===== src/rtl/vos_pkg.sv =====
// Package: shared types for the video output word conditioner.
// Assumes: one select and one insert kind serve both lanes in a cycle.
package vos_pkg;

    // What a lane does with its word this cycle.
    typedef enum logic [2:0] {
        SEL_PASS  = 3'd0,
        SEL_INS   = 3'd1,
        SEL_BLANK = 3'd2,
        SEL_REMAP = 3'd3
    } sel_e;

    // Which slot type an inserted word is built for.
    typedef enum logic [1:0] {
        KIND_TRS = 2'd0,
        KIND_LN  = 2'd1,
        KIND_CRC = 2'd2
    } kind_e;

endpackage


===== src/rtl/vos_sel_dec.sv =====
// Module: vos_sel_dec
// Ranks the region flags and the controls into one lane action and one
// insert kind. Timing reference ranks over line number, which ranks over
// checksum, which ranks over active picture. Slot words are never muted.
// Assumes: flags are valid together with the word they describe.
module vos_sel_dec
    import vos_pkg::*;
(
    input  logic  in_active,
    input  logic  in_trs,
    input  logic  in_ln,
    input  logic  in_crc,
    input  logic  code_protect,
    input  logic  mute_n,
    input  logic  trs_ins,
    input  logic  ln_ins,
    input  logic  crc_ins,
    output sel_e  sel,
    output kind_e kind
);

    // Pick the lane action from the highest-ranked flag present.
    always_comb begin
        sel  = SEL_PASS;
        kind = KIND_TRS;
        if (in_trs) begin
            kind = KIND_TRS;
            sel  = trs_ins ? SEL_INS : SEL_PASS;
        end else if (in_ln) begin
            kind = KIND_LN;
            sel  = ln_ins ? SEL_INS : SEL_PASS;
        end else if (in_crc) begin
            kind = KIND_CRC;
            sel  = crc_ins ? SEL_INS : SEL_PASS;
        end else if (!mute_n) begin
            sel  = SEL_BLANK;
        end else if (in_active && code_protect) begin
            sel  = SEL_REMAP;
        end
    end

endmodule


===== src/rtl/vos_ins_gen.sv =====
// Module: vos_ins_gen
// Builds the word that replaces a received slot word: the timing reference
// sequence, a line-number word or a checksum word. The line-number and
// checksum words carry the inverse of bit 8 in their top bit.
// Assumes: WORD_W is 10, LN_W is 11 and CRC_W is twice the data field.
module vos_ins_gen
    import vos_pkg::*;
#(
    parameter int WORD_W = 10,
    parameter int LN_W   = 11,
    parameter int CRC_W  = 18
) (
    input  kind_e             kind,
    input  logic [1:0]        trs_pos,
    input  logic [WORD_W-1:0] trs_xyz,
    input  logic              ln_pos,
    input  logic [LN_W-1:0]   ln_calc,
    input  logic              crc_pos,
    input  logic [CRC_W-1:0]  crc_val,
    output logic [WORD_W-1:0] ins_word
);

    localparam int LN_LO_W  = 7;
    localparam int LN_HI_W  = LN_W - LN_LO_W;
    localparam int CRC_HALF = CRC_W / 2;
    localparam int PAR_BIT  = WORD_W - 1;

    logic [CRC_HALF-1:0] crc_half;
    logic [WORD_W-1:0]   raw;

    // Choose the half of the checksum that this word carries.
    always_comb begin
        crc_half = crc_pos ? crc_val[CRC_W-1:CRC_HALF] : crc_val[CRC_HALF-1:0];
    end

    // Place the fields, leaving the top bit to the parity stage.
    always_comb begin
        raw = '0;
        unique case (kind)
            KIND_TRS: begin
                if (trs_pos == 2'd0)      raw = '1;
                else if (trs_pos == 2'd3) raw = trs_xyz;
                else                      raw = '0;
            end
            KIND_LN: begin
                if (!ln_pos) raw[2 +: LN_LO_W] = ln_calc[LN_LO_W-1:0];
                else         raw[2 +: LN_HI_W] = ln_calc[LN_W-1:LN_LO_W];
            end
            KIND_CRC: raw[CRC_HALF-1:0] = crc_half;
            default:  raw = '0;
        endcase
    end

    // Timing words leave as built; the others get the inverted top bit.
    always_comb begin
        ins_word = raw;
        if (kind != KIND_TRS) ins_word[PAR_BIT] = ~raw[PAR_BIT-1];
    end

endmodule


===== src/rtl/vos_lane.sv =====
// Module: vos_lane
// One output channel: applies the chosen action (pass, insert, blank,
// clamp) to its word and registers the result.
// Assumes: synchronous active-low reset; invalid cycles show blanking.
module vos_lane
    import vos_pkg::*;
#(
    parameter int              WORD_W = 10,
    parameter logic [WORD_W-1:0] BLANK = 10'h040
) (
    input  logic              clk,
    input  logic              rst_n,
    input  logic              vld_in,
    input  sel_e              sel,
    input  logic [WORD_W-1:0] word_in,
    input  logic [WORD_W-1:0] ins_word,
    output logic [WORD_W-1:0] word_out
);

    localparam logic [WORD_W-1:0] LO_LEGAL = WORD_W'(4);
    localparam logic [WORD_W-1:0] HI_LEGAL = WORD_W'((1 << WORD_W) - 5);

    logic [WORD_W-1:0] clamped;
    logic [WORD_W-1:0] next_word;

    // Pull reserved codes at either end into the legal range.
    always_comb begin
        if (word_in < LO_LEGAL)      clamped = LO_LEGAL;
        else if (word_in > HI_LEGAL) clamped = HI_LEGAL;
        else                         clamped = word_in;
    end

    // Select the outgoing word for this cycle.
    always_comb begin
        unique case (sel)
            SEL_INS:   next_word = ins_word;
            SEL_BLANK: next_word = BLANK;
            SEL_REMAP: next_word = clamped;
            default:   next_word = word_in;
        endcase
    end

    // Register the word; reset and idle cycles hold blanking.
    always_ff @(posedge clk) begin
        if (!rst_n || !vld_in) word_out <= BLANK;
        else                   word_out <= next_word;
    end

endmodule


===== src/rtl/vid_out_stage.sv =====
// Module: vid_out_stage
// Output conditioner for aligned luma and chroma words: clamps reserved
// codes in active picture, mutes to blanking, and replaces timing
// reference, line-number and checksum words with computed ones.
// One clock of latency. Luma leaves in dout[19:10], chroma in dout[9:0].
// Assumes: region flags and computed values arrive with their word.
module vid_out_stage
    import vos_pkg::*;
#(
    parameter int                WORD_W       = 10,
    parameter int                LN_W         = 11,
    parameter int                CRC_W        = 18,
    parameter logic [WORD_W-1:0] LUMA_BLANK   = 10'h040,
    parameter logic [WORD_W-1:0] CHROMA_BLANK = 10'h200
) (
    input  logic                clk,
    input  logic                rst_n,
    input  logic                vld_in,
    input  logic [WORD_W-1:0]   luma_in,
    input  logic [WORD_W-1:0]   chroma_in,
    input  logic                in_active,
    input  logic                in_trs,
    input  logic [1:0]          trs_pos,
    input  logic                in_ln,
    input  logic                ln_pos,
    input  logic                in_crc,
    input  logic                crc_pos,
    input  logic [WORD_W-1:0]   trs_xyz,
    input  logic [LN_W-1:0]     ln_calc,
    input  logic [CRC_W-1:0]    crc_y,
    input  logic [CRC_W-1:0]    crc_c,
    input  logic                code_protect,
    input  logic                mute_n,
    input  logic                trs_ins,
    input  logic                ln_ins,
    input  logic                crc_ins,
    output logic [2*WORD_W-1:0] dout,
    output logic                dout_oe
);

    localparam int LANES = 2;

    sel_e  sel;
    kind_e kind;

    logic [LANES-1:0][WORD_W-1:0] lane_in;
    logic [LANES-1:0][WORD_W-1:0] lane_out;
    logic [LANES-1:0][CRC_W-1:0]  lane_crc;

    // Gather per-lane sources; index 1 is luma, index 0 is chroma.
    always_comb begin
        lane_in  = {luma_in, chroma_in};
        lane_crc = {crc_y, crc_c};
    end

    vos_sel_dec u_dec (
        .in_active    (in_active),
        .in_trs       (in_trs),
        .in_ln        (in_ln),
        .in_crc       (in_crc),
        .code_protect (code_protect),
        .mute_n       (mute_n),
        .trs_ins      (trs_ins),
        .ln_ins       (ln_ins),
        .crc_ins      (crc_ins),
        .sel          (sel),
        .kind         (kind)
    );

    for (genvar g = 0; g < LANES; g++) begin : g_lane
        localparam logic [WORD_W-1:0] BLK = (g == 1) ? LUMA_BLANK : CHROMA_BLANK;
        logic [WORD_W-1:0] ins_word;

        vos_ins_gen #(
            .WORD_W (WORD_W),
            .LN_W   (LN_W),
            .CRC_W  (CRC_W)
        ) u_ins (
            .kind     (kind),
            .trs_pos  (trs_pos),
            .trs_xyz  (trs_xyz),
            .ln_pos   (ln_pos),
            .ln_calc  (ln_calc),
            .crc_pos  (crc_pos),
            .crc_val  (lane_crc[g]),
            .ins_word (ins_word)
        );

        vos_lane #(
            .WORD_W (WORD_W),
            .BLANK  (BLK)
        ) u_lane (
            .clk      (clk),
            .rst_n    (rst_n),
            .vld_in   (vld_in),
            .sel      (sel),
            .word_in  (lane_in[g]),
            .ins_word (ins_word),
            .word_out (lane_out[g])
        );
    end

    // Track validity alongside the registered word pair.
    always_ff @(posedge clk) begin
        if (!rst_n) dout_oe <= 1'b0;
        else        dout_oe <= vld_in;
    end

    // Assemble the output pair.
    always_comb begin
        dout = {lane_out[1], lane_out[0]};
    end

endmodule


===== config.mk =====
export PLATFORM = sky130hd
export DESIGN_NAME = vid_out_stage
export DESIGN_NICKNAME = d
export VERILOG_FILES = /design/src/rtl/vos_pkg.sv /design/src/rtl/vos_sel_dec.sv /design/src/rtl/vos_ins_gen.sv /design/src/rtl/vos_lane.sv /design/src/rtl/vid_out_stage.sv
export SDC_FILE = /design/constraint.sdc
export NUM_CORES = 1
export LEC_CHECK = 0
export ABC_CLOCK_PERIOD_IN_PS = 1900
export BUFFER_PORTS_ARGS = -buffer_cell sky130_fd_sc_hd__buf_2
export CORE_MARGIN = 5
export CORE_UTILIZATION = 40
export DETAILED_ROUTE_END_ITERATION = 6
export GPL_TIMING_DRIVEN = 1
export PLACE_DENSITY_LB_ADDON = 0.08
export SLEW_MARGIN = 10
export SYNTH_ARGS = -nofsm -noshare
export SYNTH_HDL_FRONTEND = slang
export SYNTH_SLANG_ARGS = --single-unit

===== constraint.sdc =====
create_clock -name clk -period 1.9 [get_ports clk]
set_clock_uncertainty 0.2 [all_clocks]
set_input_delay 0.19 -clock clk [delete_from_list [all_inputs] [get_ports clk]]
set_output_delay 0.19 -clock clk [all_outputs]
set_load 0.02 [all_outputs]

# After elaboration in Yosys (flattened, before gate mapping)
# Cells that the tools add are included.
[totals] regBits=21 in_bits=93 output_inout_bits=21 elab_cells=52
[classes] magnitude_cmp=4 n_eq_ne=6 mux=30 bitwise=2 n_reduce_logical=7
[ops] cell="$mux 10" count=6
[ops] cell="$pmux 10 s3" count=2
[ops] cell="$pmux 7 s3" count=2
[ops] cell="$gt 10x10->1 const B" count=2
[ops] cell="$lt 10x3->1 const B" count=2
[ops] cell="$mux 9" count=2
[ops] cell="$mux 3" count=5
[ops] cell="$mux 2" count=4
[ops] cell="$pmux 2 s2" count=2
[ops] cell="$eq 3x2->1 const B" count=2
[ops] cell="$mux 1" count=6
[ops] cell="$eq 2x2->1 const B" count=2
[ops] cell="$logic_not 2->1" count=2
[ops] cell="$mux 4" count=1
[ops] cell="$eq 3x1->1 const B" count=1
[ops] cell="$eq 2x1->1 const B" count=1
[ops] cell="$logic_not 1->1" count=2
[ops] cell="$not 1->1" count=2
[ops] cell="$reduce_bool 2->1" count=1
[ops] cell="$logic_and 1x1->1" count=1
[ops] cell="$logic_or 1x1->1" count=1

# Logic depth before layout (Yosys ltp)
# Gate-level depths: netlist of the first run.
[logic_depth] word_depth=8 ltp_mapped=8 mapped_depth_nobuf=5

# Cells and area by module
# A second synthesis of the first run with hierarchy kept.
[hier_totals] cells_unflattened=237 area_unflattened_um2=1971.9
[modules_own_cells] module="vos_ins_gen" instances=2 cells_per_inst=53 area_per_inst_um2=402.9 seq_area_each_um2=0.0
[modules_own_cells] module="vos_lane at g_lane[1].u_lane" instances=1 cells_per_inst=59 area_per_inst_um2=538.0 seq_area_each_um2=200.2
[modules_own_cells] module="vos_lane at g_lane[0].u_lane" instances=1 cells_per_inst=59 area_per_inst_um2=530.5 seq_area_each_um2=200.2
[modules_own_cells] module="vos_sel_dec" instances=1 cells_per_inst=11 area_per_inst_um2=71.3 seq_area_each_um2=0.0
[modules_own_cells] module="vid_out_stage" instances=1 cells_per_inst=2 area_per_inst_um2=26.3 seq_area_each_um2=20.0

# Worst setup path before layout of the first run
# OpenSTA, ideal clock, no wires.
[synth_timing] kind="input to register" from="in in_active" to="reg g_lane[0].u_lane.word_out[3]" setup_time_ps=70 t_arrival_ps=1432 required_ps=1630 setup_slack_ps=197 stages=6 n_path_buf=1 cell_sequence="nand2_1 a2111oi_4 xnor2_1 buf_2 nand2_1 a21oi_1"
[synth_between] elab_chain_len=8 word_cells_on_any_way=10 classes_between="3 x eq/ne; 6 x mux; 1 x reduce/logical"
[synth_lines] item="from (decl)" line="vid_out_stage.sv:21" source="input logic in_active,"
[synth_lines] item="$logic_and 1x1->1 (*)" line="vos_sel_dec.sv:37" source="end else if (in_active && code_protect) begin"
[synth_lines] item="$mux 2 (*)" line="vos_sel_dec.sv:37"
[synth_lines] item="$mux 3 (*)" line="vos_sel_dec.sv:35" source="end else if (!mute_n) begin"
[synth_lines] item="$mux 3 (*)" line="vos_sel_dec.sv:32" source="end else if (in_crc) begin"
[synth_lines] item="$mux 3 (*)" line="vos_sel_dec.sv:29" source="end else if (in_ln) begin"
[synth_lines] item="$mux 3 (*)" line="vos_sel_dec.sv:26" source="if (in_trs) begin"
[synth_lines] item="$eq 3x2->1 / $eq 3x1->1 (equally long branches)" line="vos_lane.sv:35" source="unique case (sel)"
[synth_lines] item="$pmux 10 s3 (*)" line="vos_lane.sv:35"
[synth_lines] item="to (signal assigned)" line="vos_lane.sv:46" source="else word_out <= next_word;"
[synth_lines] item="to (decl)" line="vos_lane.sv:17" source="output logic [WORD_W-1:0] word_out"
# Mark *: on every way between the ends. The rest lies on a longest branch, timed or not.
# A chain may end at the register's enable or synchronous reset.

# Worst setup path after layout of the first run
[layout_timing] from="in luma_in[6]" to="reg g_lane[1].u_lane.word_out[8]"
[layout_between] elab_chain_len=4 word_cells_on_any_way=5 classes_between="2 x order compare; 3 x mux"
[layout_lines] item="from (decl)" line="vid_out_stage.sv:19" source="input logic [WORD_W-1:0] luma_in,"
[layout_lines] item="$gt 10x10->1" line="vos_lane.sv:29" source="else if (word_in > HI_LEGAL) clamped = HI_LEGAL;"
[layout_lines] item="$mux 10" line="vos_lane.sv:29"
[layout_lines] item="$mux 10 (*)" line="vos_lane.sv:28" source="if (word_in < LO_LEGAL) clamped = LO_LEGAL;"
[layout_lines] item="$pmux 10 s3 (*)" line="vos_lane.sv:35"
[layout_lines] item="to (signal assigned)" line="vos_lane.sv:46"
[layout_lines] item="to (decl)" line="vos_lane.sv:17"
# Marks and branches as above.

==> results.txt, run 1 <==
----------------------------------------------------
[Power and ir drop]
  Power density over the cells ... 516 nW/um^2
  Worst vdd rail ir drop ... roughly 0.00025 V
  LEAKAGE ... 1.13 nW

[CTS]
  Clock H-tree levels ... 1
  Clock Root Buffer ... clkbuf_8
  Clk buf depth ... 2
  Clock transition at the registers of the reported paths ... 0.07 ns
  Clock net sink count ... 21
  Number of buffers created by CTS ... 3
  Clock tree from TritonCTS ... done

[Die]
  Row count ... 22
  Starting utilization of the core area ... 41.6%
  Floorplan Core Area ... 3690 um^2
  DIE WIDTH ... between 70 and 80 um
  Die Ht ... 71.9 um
  Die footprint ... ~5200 um^2
  Total I/O pin count ... 114

[Synthesis]
  Yosys warnings ... 0
  Number of distinct library cells after synthesis ... 39
  Main combinational cell family by area after synthesis ... compound AO/OA/AOI/OAI gates
  Proportion of register bits with asynchronous set or reset after synthesis ... 0%
  Sequential element share of the synthesized area ... 27.4%
  Mapped cell area ... 1530 um^2
  Register bit count reported by yosys ... 21
  Compound-cell area share of the yosys netlist ... 32.1%
  Mean cell area of the mapped netlist ... 7.52 um^2
  Simple-Gate Fraction of Synth Area ... 19.8%
  Post-synthesis cell count ... ~200
  Adder and majority gate portion of the synthesized area ... 0%
  Mux cell area share after synthesis ... ~15%
  Most frequently used flop master after synthesis ... dfxtp_1
  Count of flip-flops with a built-in enable after synthesis ... 0
  Share of the synthesized netlist area taken by xor and xnor gates ... 0.571%
  Post-Synthesis Net Count ... 297

[Worst setup path]
  Arr. time, crit path ... 1.77 ns
  Master of the slowest instance on the critical path ... dlygate4sd3_1
  Sort of element at the end of the critical path ... flop
  Largest stage delay, worst path ... 0.53 ns
  Buf/Inv on CP ... 2
  Data required time of the critical path ... between 1.5 and 2 ns
  CP max FO ... 3
  Crit path kind ... input port to flop
  Crit-path cells ... dlygate4sd3_1 -> buf_2 -> nor4_1 -> nand2_1 -> o311ai_2 -> and2_1 -> o22ai_1
  Cell type group with the largest total delay on the critical path ... buffers and inverters
  Startpoint Class ... input port

[Final layout]
  Share of layout cells above drive strength 1 ... roughly 42%
  Flip-flop and latch area ... 420 um^2
  Post-Route Utilization ... 62.5%
  Combined area of the multi-input logic cells ... 1060 um^2
  Count of non-filler cells in the finished layout ... 373
  Most common cell after layout, fill and taps aside ... buf_2
  Most frequent cells in the layout ... 113 x buf_2, 31 x a21oi_1, 25 x nand2_1
  Fin nets ... approximately 420
  Layout filler cell count ... approximately 380
  Layout area overhead ... 50.3%
  Antenna fix cells ... 0

[STA]
  Final critical-path required period ... 1.83 ns
  Achievable frequency ... about 0.55 GHz
  Final total negative setup slack ... 0 ns
  Hold Violations, Final ... 2
  Total of endpoints with negative setup slack in the final report ... 0
  Period utilization ... between 90 and 100%
  Count of pins over their slew limit ... 0
  Headroom to the max-slew limit ... 70.5%
  Transition time of the tightest slew-check pin ... 0.439 ns
  RSZ-0062 raised after global routing ... no
  Worst hold slack ... -0.00155 ns

[Global route]
  Grt total ovfl ... 0
  Maximum number of pins on one net before global-route repair ... 17
  Antenna violations before repair ... 0
  Via count of the first global-routing pass ... approximately 1.8k
  Global-route wire length before repair ... 7780 um
  GR Util All Layers ... 18.6%

[Drt]
  First DRT Iteration DRCs ... 71
  Average wire per standard cell ... 13.7 um
  DRT Wirelength ... between 5000 and 6000 um
  Remaining DRCs ... 0
  Number of vias after detailed routing ... 1884
  Remaining number of nets flagged by the antenna check after routing ... 0
  Avg Vias per Cell ... 5.05
  TritonRoute pass-1 iters ... 4

[Placed design]
  IO buf count ... roughly 110
  Detailed Place HPWL ... 4380 um
  Inst Count DP ... 363
  Weighted congestion at the end of routability-driven global placement ... just over 0.8

[Job]
  Number of violations of the max-capacitance limit ... 0

[Min path]
  Worst hold path type ... input port to flop

[Run status]
  Violated checks ... negative hold slack
  Result of the run ... complete, but fails checks

----------------------------------------------------
==> synthesized netlist by cell type (all sizes together), types with 3 or more instances <==
library cell / count / share of area (%)
and2: 4 / 1.6
nand3: 3 / 0.98
o22ai: 4 / 1.6
mux2i: 19 / 12
dfxtp: 21 / 27
o21ai: 20 / 6.5
nand2: 25 / 6.1
nor2: 17 / 4.2
nor4: 4 / 1.6
a21o: 3 / 1.5
clkbuf: 6 / 1.5
buf: 7 / 2.3
mux2: 4 / 2.9
a21oi: 31 / 10
inv: 4 / 0.98
==> where the power goes <==
part / total [mW] / switching (mW) / leakage, nW / internal [mW]
logic: 0.436 / 0.232 / 0.934 / 0.205
registers: 0.471 / 0.00560 / 0.172 / 0.465
clock network: 0.282 / 0.137 / 0.0255 / 0.146
total: 1.19 / 0.374 / 1.13 / 0.815
==> tightest hold or removal path: cells and delay by family <==
family,cells,cell delay (ns)
buf+inv,1,0.11
compound gates,1,0.06
simple gates,1,0.05
==> worst paths after layout <==
path	from	end	slack, ns	depth (start not counted)
worst max-delay path	luma_in[6]	g_lane[1].u_lane.word_out[8]	0.07	7
worst min-delay path	luma_in[3]	g_lane[1].u_lane.word_out[3]	-0.002	3
==> cell type report <==
type / instances / share of cell area (%)
clock buffer: 3 / 1.79
clock inverter: 1 / 0.217
inverter: 4 / 0.651
multi-input combinational: 166 / 45.8
sequential: 21 / 18.2
tap: 48 / 2.60
timing repair buffer: 130 / 30.7
==> metrics by stage <==
| step | hold WS, ns | instance area, um^2 | setup WS [ns] | power [mW] |
|---|---|---|---|---|
| 2_1_floorplan | 0.125 | 1530 | 0.197 | 0.715 |
| 3_3_place_gp | 0.240 | 2180 | 0.0366 | 0.901 |
| 3_5_place_dp | 0.241 | 2180 | 0.00380 | 0.904 |
| 4_1_cts | 0.00195 | 2290 | 0.0252 | 1.19 |
| 5_1_grt | 0.00847 | 2310 | 0.0129 | 1.25 |
| 6_report | -0.00155 | 2310 | 0.0745 | 1.19 |
==> flip-flops by register name (all words and copies together) (netlist names) <==
name                    cells
dout_oe                     1
g_lane.u_lane.word_out     20
==> cell families (layout without fill, tap and decap cells) <==
| kind of cell | count (synthesis) | count (layout) |
|---|---|---|
| AO/OA/AOI/OAI | 77 | 77 |
| XOR/XNOR | 1 | 1 |
| buffers and inverters | 17 | 138 |
| flip-flops | 21 | 21 |
| multiplexers | 23 | 23 |
| AND/OR/NAND/NOR | 65 | 65 |
==> repair_timing <==
| action | in CTS | in global routing |
|---|---|---|
| hold buffers | 6 | 0 |
| resized for setup | 0 | 2 |
| setup endpoints to repair | 0 | 6 |
| hold endpoints to repair | 6 | 0 |
| setup buffers | 0 | 0 |
==> per-layer routing <==
| metal | track usage [%] | part of all wire, % | routed length (um) |
|---|---|---|---|
| met5 | 0 | 0 | 0 |
| met4 | 6.26 | 1.3 | 67 |
| met3 | 1.39 | 8.4 | 430 |
| met2 | 30.9 | 45 | 2310 |
| met1 | 25.3 | 45 | 2320 |
Power figures use the tool's default switching activity.
==> run 2, diff against run 1 <==
--- a/config.mk
+++ b/config.mk
@@ -5,13 +5,14 @@
 export SDC_FILE = /design/constraint.sdc
 export NUM_CORES = 1
 export LEC_CHECK = 0
-export ABC_CLOCK_PERIOD_IN_PS = 1900
+export ABC_CLOCK_PERIOD_IN_PS = 1850
 export BUFFER_PORTS_ARGS = -buffer_cell sky130_fd_sc_hd__buf_2
 export CORE_MARGIN = 5
 export CORE_UTILIZATION = 40
 export DETAILED_ROUTE_END_ITERATION = 6
 export GPL_TIMING_DRIVEN = 1
 export PLACE_DENSITY_LB_ADDON = 0.08
+export REMOVE_ABC_BUFFERS = 1
 export SLEW_MARGIN = 10
 export SYNTH_ARGS = -nofsm -noshare
 export SYNTH_HDL_FRONTEND = slang
==> constraint.sdc (replaced) <==
create_clock -name clk -period 1.85 [get_ports clk]
set_clock_uncertainty 0.2 [all_clocks]
set_input_delay 0.185 -clock clk [delete_from_list [all_inputs] [get_ports clk]]
set_output_delay 0.185 -clock clk [all_outputs]
set_load 0.02 [all_outputs]
==> run 2 against run 1 <==
  * The run now ends clean
  * Worst hold slack better by 0.0091 ns
  * Sequential cell count unchanged
  * Power grew 5.4%
  * Global-route usage increased by 2.3 points
  * Non-clock buffer count up 7
  * Sequential power rose by 3%
  * Combinational power rose by 5.7%
  * Core utilization up 2.1 points
  * Routed wire length increased by 9.3%
  * Cell count increased by 1.9%
==> results.txt, run 2 (synthesis gave the netlist of run 1 again) <==
----------------------------------------------------
[Drt]
  Number of vias after detailed routing ... 1988
  DRT Wirelength ... 5600 um
  Met2 Routed Length ... 2810 um
  Highest layer used for signal routing ... met4
  Remaining DRCs ... 0
  First DRT Iteration DRCs ... 87
  Met3 WL ... 466 um
  Detailed-route wire length on metal 1 ... 2250 um
  Remaining number of nets flagged by the antenna check after routing ... 0
  TritonRoute pass-1 iters ... 4
  Average wire per standard cell ... 14.7 um
  Avg Vias per Cell ... approximately 5.2

[STA]
  Total of endpoints with negative setup slack in the final report ... 0
  Transition time of the tightest slew-check pin ... 0.434 ns
  Count of pins over their slew limit ... 0
  Period utilization ... around 95%
  Hold Violations, Final ... 0
  Worst hold slack ... 0.00755 ns
  Headroom to the max-slew limit ... between 70% and 80%
  Final critical-path required period ... 1.76 ns
  RSZ-0062 raised after global routing ... no
  Achievable frequency ... 0.568 GHz

[CTS]
  Clk buf depth ... 2
  Number of buffers created by CTS ... 3
  Clock net sink count ... 21
  Clock transition at the registers of the reported paths ... approximately 0.080 ns
  Clock H-tree levels ... 1
  Clock tree from TritonCTS ... done
  Number of buffers inserted to repair setup after CTS ... 0
  Clock Root Buffer ... clkbuf_8

[Die]
  Total I/O pin count ... 114
  Die footprint ... ~5200 um^2
  DIE WIDTH ... 71.9 um
  Row count ... 22
  Die Ht ... 71.9 um
  Floorplan Core Area ... around 3700 um^2
  Starting utilization of the core area ... 41.6%

[Global route]
  GR Util All Layers ... approximately a fifth
  Grt total ovfl ... 0
  Antenna violations before repair ... 0
  Via count of the first global-routing pass ... 1906
  Maximum number of pins on one net before global-route repair ... 17
  Global-route wire length before repair ... 8650 um

[Worst setup path]
  Data required time of the critical path ... approximately 1.8 ns
  Cell type group with the largest total delay on the critical path ... buffers and inverters
  Crit-path cells ... dlygate4sd3_1 -> nor4_2 -> nand2_1 -> o311ai_2 -> a21o_1 -> a21oi_1
  Arr. time, crit path ... 1.71 ns
  Master of the slowest instance on the critical path ... dlygate4sd3_1
  Buf/Inv on CP ... 1
  Largest stage delay, worst path ... 0.59 ns
  Sort of element at the end of the critical path ... flop
  Startpoint Class ... input port
  Crit path kind ... input port to flop
  CP max FO ... 3

[Final layout]
  Share of layout cells above drive strength 1 ... 41.9%
  Most frequent cells in the layout ... 112 x buf_2, 31 x a21oi_1, 25 x nand2_1
  Layout area overhead ... 55.5%
  Register ranked first by flip-flop count ... g_lane.u_lane.word_out
  Fin nets ... 426
  Max reg flops ... 20
  Antenna fix cells ... 0
  Most common cell after layout, fill and taps aside ... buf_2
  Largest registers ... g_lane.u_lane.word_out: 20 flops, dout_oe: 1 flops

[Power and ir drop]
  Worst vdd rail ir drop ... 0.000285 V
  LEAKAGE ... 1.16 nW
  Power density over the cells ... roughly 530 nW/um^2
  Total power ... 1.25 mW

[Placed design]
  IO buf count ... between 100 and 150
  Weighted congestion at the end of routability-driven global placement ... 0.889
  Detailed Place HPWL ... 4560 um

[Min path]
  Worst hold path type ... input port to flop

[Job]
  Number of violations of the max-capacitance limit ... 0

[Run status]
  Result of the run ... completed

----------------------------------------------------
[run 2: where the power goes]
part           switching, mW  internal [mW]
Sequential           0.00687          0.477
Clock                  0.158          0.150
Combinational          0.242          0.219
[run 2: timing repair]
item                                    4_1_cts  5_1_grt
hold buffers                                 13        0
gates resized for setup                       0        3
endpoints found under the hold margin        13        0
endpoints found under the setup margin        0        4
[run 2: path summary, 6_finish.rpt]
| check | from | to | cells past startpoint | slack [ns] |
|---|---|---|---|---|
| hold / removal | chroma_in[4] | g_lane[0].u_lane.word_out[4] | 3 | 0.008 |
| setup / recovery | chroma_in[7] | g_lane[0].u_lane.word_out[1] | 6 | 0.09 |
[run 2: metrics by stage]
step | setup TNS (ns) | utilization (%) | cell area (um^2) | setup WS, ns | cells
2_1_floorplan | -0.190 | - | 1480 | -0.190 | 191
3_3_place_gp | -0.0284 | 59.4 | 2190 | -0.0161 | 364
3_5_place_dp | -0.0581 | 59.4 | 2190 | -0.0321 | 364
4_1_cts | 0 | 64.2 | 2370 | 0.0217 | 381
5_1_grt | 0 | 64.7 | 2380 | 0.0187 | 380
6_report | 0 | 64.7 | 2380 | 0.0891 | 380
[run 2: final cells by class]
cell class,instances,area [um^2]
Fill cell,363,1300
Multi-Input combinational cell,166,1060
Timing Repair Buffer,137,781
Sequential cell,21,420
Tap cell,48,60.1
Clock buffer,3,41.3
Inverter,4,15.0
Clock inverter,1,5.00
[run 2: metal layers]
metal | up-vias | global-route usage, %
li1 | 1013 | -
met1 | 894 | 25.2
met2 | 73 | 37.6
met3 | 8 | 5.26
met4 | 0 | 3.76
met5 | - | 0
[run 2: worst min-delay path: cells and delay by family]
family	cells	cell delay (ns)
compound gates	1	0.05
buf+inv	1	0.13
simple gates	1	0.06
==> run 3, diff against run 2 <==
--- a/config.mk
+++ b/config.mk
@@ -6,10 +6,10 @@
 export NUM_CORES = 1
 export LEC_CHECK = 0
 export ABC_CLOCK_PERIOD_IN_PS = 1850
-export BUFFER_PORTS_ARGS = -buffer_cell sky130_fd_sc_hd__buf_2
 export CORE_MARGIN = 5
-export CORE_UTILIZATION = 40
+export CORE_UTILIZATION = 45
 export DETAILED_ROUTE_END_ITERATION = 6
+export DONT_BUFFER_PORTS = 1
 export GPL_TIMING_DRIVEN = 1
 export PLACE_DENSITY_LB_ADDON = 0.08
 export REMOVE_ABC_BUFFERS = 1
==> run 3 against run 2 <==
  * The flow now finishes with violations (negative hold slack)
  * Critical path depth decreased by 2
  * Routed wire length down 11%
  * Count of clock-buffer cells in the layout did not move
  * Power shrank 19%
  * Via count fell by 18%
  * Critical path type unchanged
  * Highest routed layer unchanged
==> results.txt, run 3 (synthesis gave the netlist of run 1 again) <==
----------------------------------------------------
[Worst setup path]
  Crit path kind ... input port to flop
  Startpoint Class ... input port
  Library cell appearing most often on the critical path ... dlygate4sd3_1
  Arr. time, crit path ... 1.50 ns
  CP max FO ... 6
  Largest stage delay, worst path ... 0.58 ns
  Sort of element at the end of the critical path ... flop
  Crit-path cells ... dlygate4sd3_1 -> nand2_1 -> inv_1 -> dlygate4sd3_1
  Data required time of the critical path ... approximately 1.8 ns
  Master of the slowest instance on the critical path ... dlygate4sd3_1

[Die]
  Die Ht ... 68.4 um
  Total I/O pin count ... 114
  Starting utilization of the core area ... 46.3%
  DIE WIDTH ... 68.4 um
  Floorplan Core Area ... 3310 um^2
  Die footprint ... 4680 um^2
  Row count ... 21

[CTS]
  Clock H-tree levels ... 1
  Clk buf depth ... 2
  Number of buffers created by CTS ... 3
  Clock transition at the registers of the reported paths ... between 0.1 and 0.15 ns
  Clock Root Buffer ... clkbuf_4
  Clock tree from TritonCTS ... done
  Number of buffers inserted to repair setup after CTS ... 0
  Clock net sink count ... 21

[Job]
  Number of violations of the max-capacitance limit ... 0

[Final layout]
  Post-Route Utilization ... a little over half
  Antenna fix cells ... 0
  Layout area overhead ... 18.3%
  Share of layout cells above drive strength 1 ... 8.56%
  Most common cell after layout, fill and taps aside ... a21oi_1
  Largest registers ... g_lane.u_lane.word_out: 20 flops, dout_oe: 1 flops
  Register ranked first by flip-flop count ... g_lane.u_lane.word_out
  Most frequent cells in the layout ... 31 x a21oi_1, 25 x nand2_1, 21 x dfxtp_1
  Fin nets ... 316
  Max reg flops ... 20

[STA]
  Hold Violations, Final ... 1
  Worst hold slack ... -0.00989 ns
  Transition time of the tightest slew-check pin ... 0.408 ns
  RSZ-0062 raised after global routing ... no
  Count of pins over their slew limit ... 0
  Final critical-path required period ... 1.52 ns
  Total of endpoints with negative setup slack in the final report ... 0
  Headroom to the max-slew limit ... between 70% and 80%
  Period utilization ... 82.0%
  Achievable frequency ... 0.660 GHz

[Global route]
  Met2 Track Usage GR ... 38.3%
  Grt total ovfl ... 0
  Antenna violations before repair ... 0
  Via count of the first global-routing pass ... 1657
  Routing usage on met3 ... under 10%
  Global-route track usage on met1 ... 22.4%
  Maximum number of pins on one net before global-route repair ... 19
  GR Util All Layers ... between 20% and 30%
  Global-route wire length before repair ... 7290 um
  GR peak layer ... met2

[Run status]
  Result of the run ... complete, but fails checks
  Violated checks ... negative hold slack

[Drt]
  Remaining DRCs ... 0
  Average wire per standard cell ... ~19 um
  Remaining number of nets flagged by the antenna check after routing ... 0
  Avg Vias per Cell ... 6.06
  First DRT Iteration DRCs ... 63
  Number of vias after detailed routing ... 1623
  DRT Wirelength ... approximately 5000 um
  TritonRoute pass-1 iters ... 4

[Power and ir drop]
  LEAKAGE ... about 0.70 nW
  Power density over the cells ... roughly 560 nW/um^2
  Worst vdd rail ir drop ... approximately 0.00047 V

[Placed design]
  Weighted congestion at the end of routability-driven global placement ... 0.823
  Detailed Place HPWL ... slightly above 4000 um
  IO buf count ... 0

[Min path]
  Worst hold path type ... input port to flop

----------------------------------------------------
-- run 3: changes by cell type in the layout (fill, tap and decap cells not counted) --
cell / change
dlygate4sd3_1: +7
buf_4: -5
nor4_1: +1
clkbuf_4: +3
nor4_2: -1
o311ai_1: +2
o311ai_2: -2
clkbuf_8: -3
buf_2: -112
-- run 3: worst max-delay path, delay by kind of cell --
kind | cells | cell delay (ns)
buf+inv | 3 | 1.23
simple gates | 1 | 0.08
-- run 3: worst paths after layout --
path                   start  slack (ns)  depth (start not counted)                      endpoint
hold / removal    ln_calc[4]       -0.01                          4  g_lane[1].u_lane.word_out[6]
setup / recovery      vld_in        0.33                          4                       dout_oe
-- run 3: what timing repair did --
action,CTS,global route
hold buffers,20,0
hold endpoints to repair,19,0
gates resized for setup,0,0
-- run 3: where the power goes --
part           internal [mW]  switching [mW]  leakage (nW)
Combinational          0.139           0.137         0.507
Sequential             0.478          0.0432         0.172
Clock                 0.0805           0.135        0.0177
-- run 3: cell type report --
class,count,area [um^2]
Clock buffer,3,22.5
Timing Repair Buffer,27,253
Clock inverter,1,5.00
Multi-Input combinational cell,166,1040
Fill cell,354,1500
Inverter,4,15.0
Sequential cell,21,420
Tap cell,46,57.6
-- run 3: metrics by stage --
stage,power [mW],instances,TNS [ns],setup WS (ns),instance area (um^2)
global placement,0.770,244,0,0.139,1590
floorplan,0.709,191,-0.190,-0.190,1480
finish,1.01,268,0,0.334,1810
detailed placement,0.773,244,0,0.0832,1590
global route,1.08,268,0,0.301,1810
CTS,1.02,268,0,0.340,1810
-- run 3: routing by layer --
metal | up-vias | routed length (um)
met5 | - | 0
met4 | 0 | 68
met3 | 6 | 496
met2 | 76 | 2480
met1 | 754 | 1970
li1 | 787 | -
